File: config.mk
export PLATFORM = sky130hd
export DESIGN_NAME = pm_event_unit
export DESIGN_NICKNAME = d
export VERILOG_FILES = /design/src/rtl/pm_evt_pkg.sv /design/src/rtl/pm_win_decode.sv /design/src/rtl/pm_tick_timer.sv /design/src/rtl/pm_evt_regs.sv /design/src/rtl/pm_event_unit.sv
export SDC_FILE = /design/constraint.sdc
export NUM_CORES = 1
export LEC_CHECK = 0
export BUFFER_PORTS_ARGS = -buffer_cell sky130_fd_sc_hd__clkbuf_2
export CAP_MARGIN = 20
export CORE_MARGIN = 5
export CORE_UTILIZATION = 49
export CTS_BUF_LIST = sky130_fd_sc_hd__clkbuf_4
export CTS_CLUSTER_DIAMETER = 100
export DETAILED_ROUTE_END_ITERATION = 12
export PLACE_DENSITY = 0.76
export SYNTH_ARGS = -nofsm -noshare
export SYNTH_HDL_FRONTEND = slang
export SYNTH_HIERARCHICAL = 1
export SYNTH_SLANG_ARGS = --single-unit
File: constraint.sdc
create_clock -name clk -period 2.1 [get_ports clk]
set_input_delay 0.315 -clock clk [delete_from_list [all_inputs] [get_ports clk]]
set_output_delay 0.315 -clock clk [all_outputs]
set_load 0.01 [all_outputs]
File: src/rtl/pm_evt_pkg.sv
package pm_evt_pkg;

  localparam int REG_W  = 16;
  localparam int IO_AW  = 16;
  localparam int WIN_AW = 6;
  localparam int RD_W   = 32;

  localparam int B_TMR = 0;
  localparam int B_GBL = 5;
  localparam int B_PWR = 8;
  localparam int B_RTC = 10;

  localparam logic [WIN_AW-1:0] OFF_STS = 6'h00;
  localparam logic [WIN_AW-1:0] OFF_EN  = 6'h02;
  localparam logic [WIN_AW-1:0] OFF_TMR = 6'h08;

  localparam logic [REG_W-1:0] SCI_MASK =
    (REG_W'(1) << B_TMR) | (REG_W'(1) << B_GBL) |
    (REG_W'(1) << B_PWR) | (REG_W'(1) << B_RTC);

endpackage

File: src/rtl/pm_win_decode.sv
module pm_win_decode
  import pm_evt_pkg::*;
(
  input  logic              clk,
  input  logic              rst,
  input  logic [31:0]       cfg_base,
  input  logic [7:0]        cfg_ctl,
  input  logic [IO_AW-1:0]  io_addr,
  output logic              hit,
  output logic [WIN_AW-1:0] off
);

  logic [IO_AW-1:WIN_AW] base_q;
  logic                  open_q;

  // configuration is registered so decode timing is fixed
  always_ff @(posedge clk) begin
    if (rst) begin
      base_q <= '0;
      open_q <= 1'b0;
    end else begin
      base_q <= cfg_base[IO_AW-1:WIN_AW];
      open_q <= cfg_ctl[0];
    end
  end

  assign hit = open_q && (io_addr[IO_AW-1:WIN_AW] == base_q);
  assign off = io_addr[WIN_AW-1:0];

  logic unused_cfg;
  assign unused_cfg = ^{cfg_base[31:IO_AW], cfg_base[WIN_AW-1:0], cfg_ctl[7:1]};

  // a closed window never produces a hit on the next cycle
  a_r3_closed_no_hit: assert property (@(posedge clk) disable iff (rst)
    !cfg_ctl[0] |=> !hit);

endmodule

File: src/rtl/pm_tick_timer.sv
module pm_tick_timer #(
  parameter int TMR_W = 24
) (
  input  logic             clk,
  input  logic             rst,
  input  logic             tick,
  output logic [TMR_W-1:0] cnt,
  output logic             flip
);

  localparam int TOP = TMR_W - 1;

  logic [TMR_W-1:0] cnt_nxt;

  assign cnt_nxt = cnt + TMR_W'(1);
  assign flip    = tick && (cnt_nxt[TOP] != cnt[TOP]);

  always_ff @(posedge clk) begin
    if (rst)       cnt <= '0;
    else if (tick) cnt <= cnt_nxt;
  end

  a_r8_step: assert property (@(posedge clk) disable iff (rst)
    tick |=> cnt == $past(cnt) + TMR_W'(1));

  a_r8_hold: assert property (@(posedge clk) disable iff (rst)
    !tick |=> $stable(cnt));

endmodule

File: src/rtl/pm_evt_regs.sv
module pm_evt_regs
  import pm_evt_pkg::*;
(
  input  logic             clk,
  input  logic             rst,
  input  logic [REG_W-1:0] set_vec,
  input  logic             sts_wr,
  input  logic             en_wr,
  input  logic [REG_W-1:0] wdata,
  output logic [REG_W-1:0] sts,
  output logic [REG_W-1:0] en,
  output logic             sci
);

  genvar gi;
  generate
    for (gi = 0; gi < REG_W; gi++) begin : g_bit
      always_ff @(posedge clk) begin
        if (rst)                       sts[gi] <= 1'b0;
        else if (set_vec[gi])          sts[gi] <= 1'b1;
        else if (sts_wr && wdata[gi])  sts[gi] <= 1'b0;
      end

      // set has priority over a simultaneous clear
      a_r6_set_wins: assert property (@(posedge clk) disable iff (rst)
        set_vec[gi] |=> sts[gi]);

      a_r6_w1c: assert property (@(posedge clk) disable iff (rst)
        (sts_wr && wdata[gi] && !set_vec[gi]) |=> !sts[gi]);

      a_r6_zero_keeps: assert property (@(posedge clk) disable iff (rst)
        (!set_vec[gi] && !(sts_wr && wdata[gi])) |=> $stable(sts[gi]));
    end
  endgenerate

  always_ff @(posedge clk) begin
    if (rst)        en <= '0;
    else if (en_wr) en <= wdata;
  end

  always_ff @(posedge clk) begin
    if (rst) sci <= 1'b0;
    else     sci <= |(sts & en & SCI_MASK);
  end

  // with no interrupt source enabled the line is low a clock later
  a_r7_masked_low: assert property (@(posedge clk) disable iff (rst)
    (~|(en & SCI_MASK)) |=> !sci);

endmodule

File: src/rtl/pm_event_unit.sv
module pm_event_unit
  import pm_evt_pkg::*;
#(
  parameter int TMR_W = 24
) (
  input  logic        clk,
  input  logic        rst,
  input  logic [31:0] cfg_base,
  input  logic [7:0]  cfg_ctl,
  input  logic [15:0] io_addr,
  input  logic        io_wr,
  input  logic        io_rd,
  input  logic [15:0] io_wdata,
  output logic [31:0] io_rdata,
  input  logic        tmr_tick,
  input  logic        pwrbtn_evt,
  input  logic        rtc_evt,
  input  logic        gbl_evt,
  output logic        sci
);

  logic              hit;
  logic [WIN_AW-1:0] off;
  logic [TMR_W-1:0]  tmr_cnt;
  logic              tmr_flip;
  logic [REG_W-1:0]  sts, en, set_vec;
  logic              sts_wr, en_wr, tmr_set;
  logic [RD_W-1:0]   rd_mux;

  pm_win_decode u_dec (
    .clk(clk), .rst(rst), .cfg_base(cfg_base), .cfg_ctl(cfg_ctl),
    .io_addr(io_addr), .hit(hit), .off(off)
  );

  pm_tick_timer #(.TMR_W(TMR_W)) u_tmr (
    .clk(clk), .rst(rst), .tick(tmr_tick), .cnt(tmr_cnt), .flip(tmr_flip)
  );

  // timer detection armed only while enabled and not already pending
  assign tmr_set = tmr_flip && en[B_TMR] && !sts[B_TMR];

  always_comb begin
    set_vec        = '0;
    set_vec[B_TMR] = tmr_set;
    set_vec[B_GBL] = gbl_evt;
    set_vec[B_PWR] = pwrbtn_evt;
    set_vec[B_RTC] = rtc_evt;
  end

  assign sts_wr = io_wr && hit && (off == OFF_STS);
  assign en_wr  = io_wr && hit && (off == OFF_EN);

  pm_evt_regs u_regs (
    .clk(clk), .rst(rst), .set_vec(set_vec), .sts_wr(sts_wr), .en_wr(en_wr),
    .wdata(io_wdata), .sts(sts), .en(en), .sci(sci)
  );

  always_comb begin
    rd_mux = '0;
    if (hit) begin
      case (off)
        OFF_STS: rd_mux = RD_W'(sts);
        OFF_EN:  rd_mux = RD_W'(en);
        OFF_TMR: rd_mux = RD_W'(tmr_cnt);
        default: rd_mux = '0;
      endcase
    end
  end

  always_ff @(posedge clk) begin
    if (rst)        io_rdata <= '0;
    else if (io_rd) io_rdata <= rd_mux;
  end

  // reads outside an open window return zero
  a_r3_miss_reads_zero: assert property (@(posedge clk) disable iff (rst)
    (io_rd && !hit) |=> io_rdata == '0);

  // disarmed timer never raises its clear status bit
  a_r9_disarmed: assert property (@(posedge clk) disable iff (rst)
    (!en[B_TMR] && !sts[B_TMR]) |=> !sts[B_TMR]);

  // reset leaves the interrupt low
  a_r1_reset_low: assert property (@(posedge clk)
    rst |=> !sci);

endmodule

-- Yosys cells after proc, flatten, opt, wreduce, memory -nomap -nowiden
Cells that the tools add are included.
- add/sub/neg operators: 1
- multiplexer cells: 10
- bitwise gates (word level): 1
- equal/unequal tests: 4
- reduce and logical (&&, ||, !) cells: 18
- operators with widths (operator ; count):
    $pmux W24 S3 ; 1
    $add A24 B1 Y24 const B ; 1
    $mux W24 ; 1
    $and A11 B11 Y11 ; 1
    $logic_and A1 B1 Y1 ; 11
    $eq A10 B10 Y1 ; 1
    $mux W1 ; 8
    $reduce_bool A2 Y1 ; 4
    $eq A6 B2 Y1 const B ; 1
    $eq A6 B4 Y1 const B ; 1
    $logic_not A6 Y1 ; 1
    $reduce_or A4 Y1 ; 1
    $logic_not A1 Y1 ; 1
    $ne A1 B1 Y1 ; 1
- input port bits: 80
- bits in registers: 88
- output and inout bits: 33

-- Logic depth before layout (Yosys ltp)
- depth in word-level cells: 7
- mapped depth: 9
- mapped depth without buffers: 7

-- Cells and area by module
The synthesis kept the hierarchy.
- by module, submodules not included (module ; instances ; area each (um2) ; cells each ; sequential area each (um2)):
    pm_event_unit ; 1 ; 1335.0 ; 128 ; 480.5
    pm_evt_regs ; 1 ; 1273.7 ; 106 ; 660.6
    pm_tick_timer ; 1 ; 1082.3 ; 128 ; 480.5
    pm_win_decode ; 1 ; 454.2 ; 43 ; 220.2

-- Least setup slack after synthesis
Ideal clock, no wire load.
- kind: input -> register
- from: input port io_addr[1]
- to: register u_regs.sts[5]
- cell stages on the path: 7
- data arrival time: 1857 ps
- slack: 128 ps
- buffers on the path: 4
- cell sequence: buf_4 buf_2 buf_1 nor4_1 buf_6 a21boi_2 o21ba_1
- longest elaborated chain between the ends: 4
- ends and longest elaborated chain (item ; line ; RTL):
    start, declared ; pm_event_unit.sv:10 ; input logic [15:0] io_addr,
    $logic_not A6 Y1 ; pm_event_unit.sv:50 ; assign sts_wr = io_wr && hit && (off == OFF_STS);
    $logic_and A1 B1 Y1 ; pm_event_unit.sv:50 ;
    named net sts_wr ; pm_event_unit.sv:27 ; logic sts_wr, en_wr, tmr_set;
    $logic_and A1 B1 Y1 ; pm_evt_regs.sv:21 ; else if (sts_wr && wdata[gi]) sts[gi] <= 1'b0;
    $reduce_bool A2 Y1 (no line) ; - ;
    end signal, assigned by index ; pm_evt_regs.sv:19 ; if (rst) sts[gi] <= 1'b0;
    end signal, assigned by index ; pm_evt_regs.sv:20 ; else if (set_vec[gi]) sts[gi] <= 1'b1;
    end signal, assigned by index ; pm_evt_regs.sv:21 ;
    end, declared ; pm_evt_regs.sv:10 ; output logic [REG_W-1:0] sts,
The timed path passes the listed nets, and every way through them passes these cells.
A chain may end at the register's enable or synchronous reset.

==> out/results.ini <==
[outcome]
run_status=finished, final reports clean

[placement]
dpl-instance-area_sq_um=4610
place_inst=582
port_buffers=75
hpwl_um=6420
gp_congestion=0.807

[clock_network]
cts.reportedPaths.clkPinSlew_ns=0.15
cts_made_buffers=9
cts.hold.buffers_added=0
cts_tree=yes
cts_buffer_depth=2
clock-sinks=92
htree_levels=3
root_buffer=clkbuf_4
clock_latency_ns=0.42

[worst_setup_path]
cp-start-kind=flop
criticalPathCategory=reg2reg
crit_fanout=5
required_ns=2.42
end_kind=flop
arrival_ns=2.35

[grt]
track_usage=0.172
grt_max_degree=75
grt_pass1_wl_um=14400
grt_overflow_total=0
antenna_found_initial=0
grt_pass1_vias=3134

[logic_synthesis]
ys_types=47
async_reset_ff_frac=0
yosys_warnings=6
synth_flop_cell=dfxtp_1
syn-cell-area_sq_um=4150
synth-edff-count=0
ys_seq_area_frac=0.444
syn_area_per_cell_sq_um=10.2
ys_ff_latch=92
synth_cells=405

[floorplan]
core_sq_um=8220
rows=33
dieWidth_um=102
io_pins=113
die_area_sq_um=10400
initial_core_util=0.504
die_h_um=102

[timing]
setup_violations=0
hold_viol_final=0
fin_skew_ns=0.0219
min_period_over_period=0.969
tns_ns=0
rsz0062_at_grt=true
slew_violations=0
fmax_mhz=491
period_needed_ns=2.04

[drt]
drtIter0Drc=121
avgViaCountPerCell=5.27
wl_per_cell_um=14.9
via_count=3162
post-route-drc-count=0
routed_wl_um=8920
dr.pass1.iters=4
ant_nets=0

[cells_and_area]
area_growth_pct=16.4
layout.cells.non_filler=600
final_core_util=0.587
layout_commonest_cell=dfxtp_1
final_cell_mix=dfxtp_1 (92), clkbuf_2 (75), mux2i_1 (33)
fin_area_sq_um=4820
fin_nets=572
drive_gt1_frac=0.307
diodes=0

[hold_path]
worstHoldPathType=in2reg

[power]
p_leak_uw=0.00198
power_density_nw_per_um2=647
ir_drop_v=0.000307

[job]
maxCapViolCount=0

layer usage:
| metal | GRT usage | up-vias | wire length [um] |
|---|---|---|---|
| li1 | - | 1587 | - |
| met1 | 0.220 | 1495 | 4120 |
| met2 | 0.286 | 71 | 4280 |
| met3 | 0.0307 | 9 | 395 |
| met4 | 0.0696 | 0 | 121 |
| met5 | 0 | - | 0 |
area by class of cell:
| type | instances | area (sq um) |
|---|---|---|
| Fill cell | 711 | 3390 |
| Multi-Input combinational cell | 290 | 2130 |
| Sequential cell | 92 | 1840 |
| Timing Repair Buffer | 95 | 558 |
| Tap cell | 105 | 131 |
| Clock inverter | 6 | 88.8 |
| Clock buffer | 9 | 67.6 |
| Inverter | 3 | 11.3 |
sequential cells by signal (all words and copies together), names as in the netlist:
register,count
io_rdata,24
u_tmr/cnt,24
u_regs/en,16
u_regs/sts,16
u_dec/base_q,10
u_dec/open_q,1
u_regs/sci,1
critical path: stages (launching register included):
cell	delay [ns]
dfxtp_1	0.34
xnor2_1	0.16
nand4_1	0.16
nor3_4	0.26
nand2_2	0.15
nor4_4	0.36
buf_4	0.22
a21boi_0	0.09
o21ba_2	0.20
synthesized netlist by cell type, types with 6 or more instances:
master     instances  area (sq um)
or3_1             10          62.6
a21boi_0           6          45.0
a22o_2             9          90.1
nand2_1           18          67.6
nor2b_1           13          81.3
a22o_1             7          61.3
mux2i_1           33           330
clkbuf_1          10          37.5
o2bb2ai_1         16           140
a21boi_2          10           113
a21oi_1           12          60.1
o21ba_2            6          60.1
o21ba_1           10           100
xnor2_1           16           140
o31ai_1            8          60.1
dfxtp_1           92          1840
nand4_1            8          50.1
o21ai_0           11          55.1
nor2_1            32           120
or3b_2             8          70.1
buf_4             15           113
where the power goes:
group	internal [uW]	total [uW]	switching [uW]	leakage, uW
logic	123	252	129	0.00115
registers	1780	1800	18.4	0.000749
clock network	479	1070	592	0.0000784
per-stage QoR:
step / hold slack (ns) / setup WS [ns] / power [uW]
6_report: 0.0958 / 0.0646 / 3120
5_1_grt: 0.0739 / -0.0183 / 3260
4_1_cts: 0.0667 / 0.0509 / 3160
3_5_place_dp: 0.467 / -0.0131 / 2090
3_3_place_gp: 0.456 / 0.0240 / 2080
2_1_floorplan: 0.387 / 0.128 / 2010
worst paths after layout:
kind | from | to | slack (ns) | cells after the start
setup / recovery | u_dec/base_q[8]$_SDFF_PP0_ | u_regs/sts[12]$_SDFFE_PP0P_ | 0.06 | 8
hold / removal | gbl_evt | u_regs/sts[5]$_SDFFE_PP0P_ | 0.1 | 2
setup reg to reg | u_dec/base_q[8]$_SDFF_PP0_ | u_regs/sts[12]$_SDFFE_PP0P_ | 0.06 | 8
hold reg to reg | u_tmr/cnt[23]$_SDFFE_PP0P_ | io_rdata[23]$_SDFFE_PP0P_ | 0.49 | 2
cell families after synthesis:
kind of cell	count (synthesis)	synth area share
flops	92	0.444
fa+ha+maj	1	0.00302
xor+xnor	21	0.0444
mux	33	0.0797
other cells	1	0.000905
compound gates	98	0.195
simple gates	117	0.162
buf+inv	42	0.0703
repair_timing:
action	in CTS	in global routing
hold endpoints to repair	0	0
buffers inserted	0	1
endpoints found under the setup margin	0	16
gates resized for setup	0	10
No activity file was read; power rests on OpenSTA's default activity.
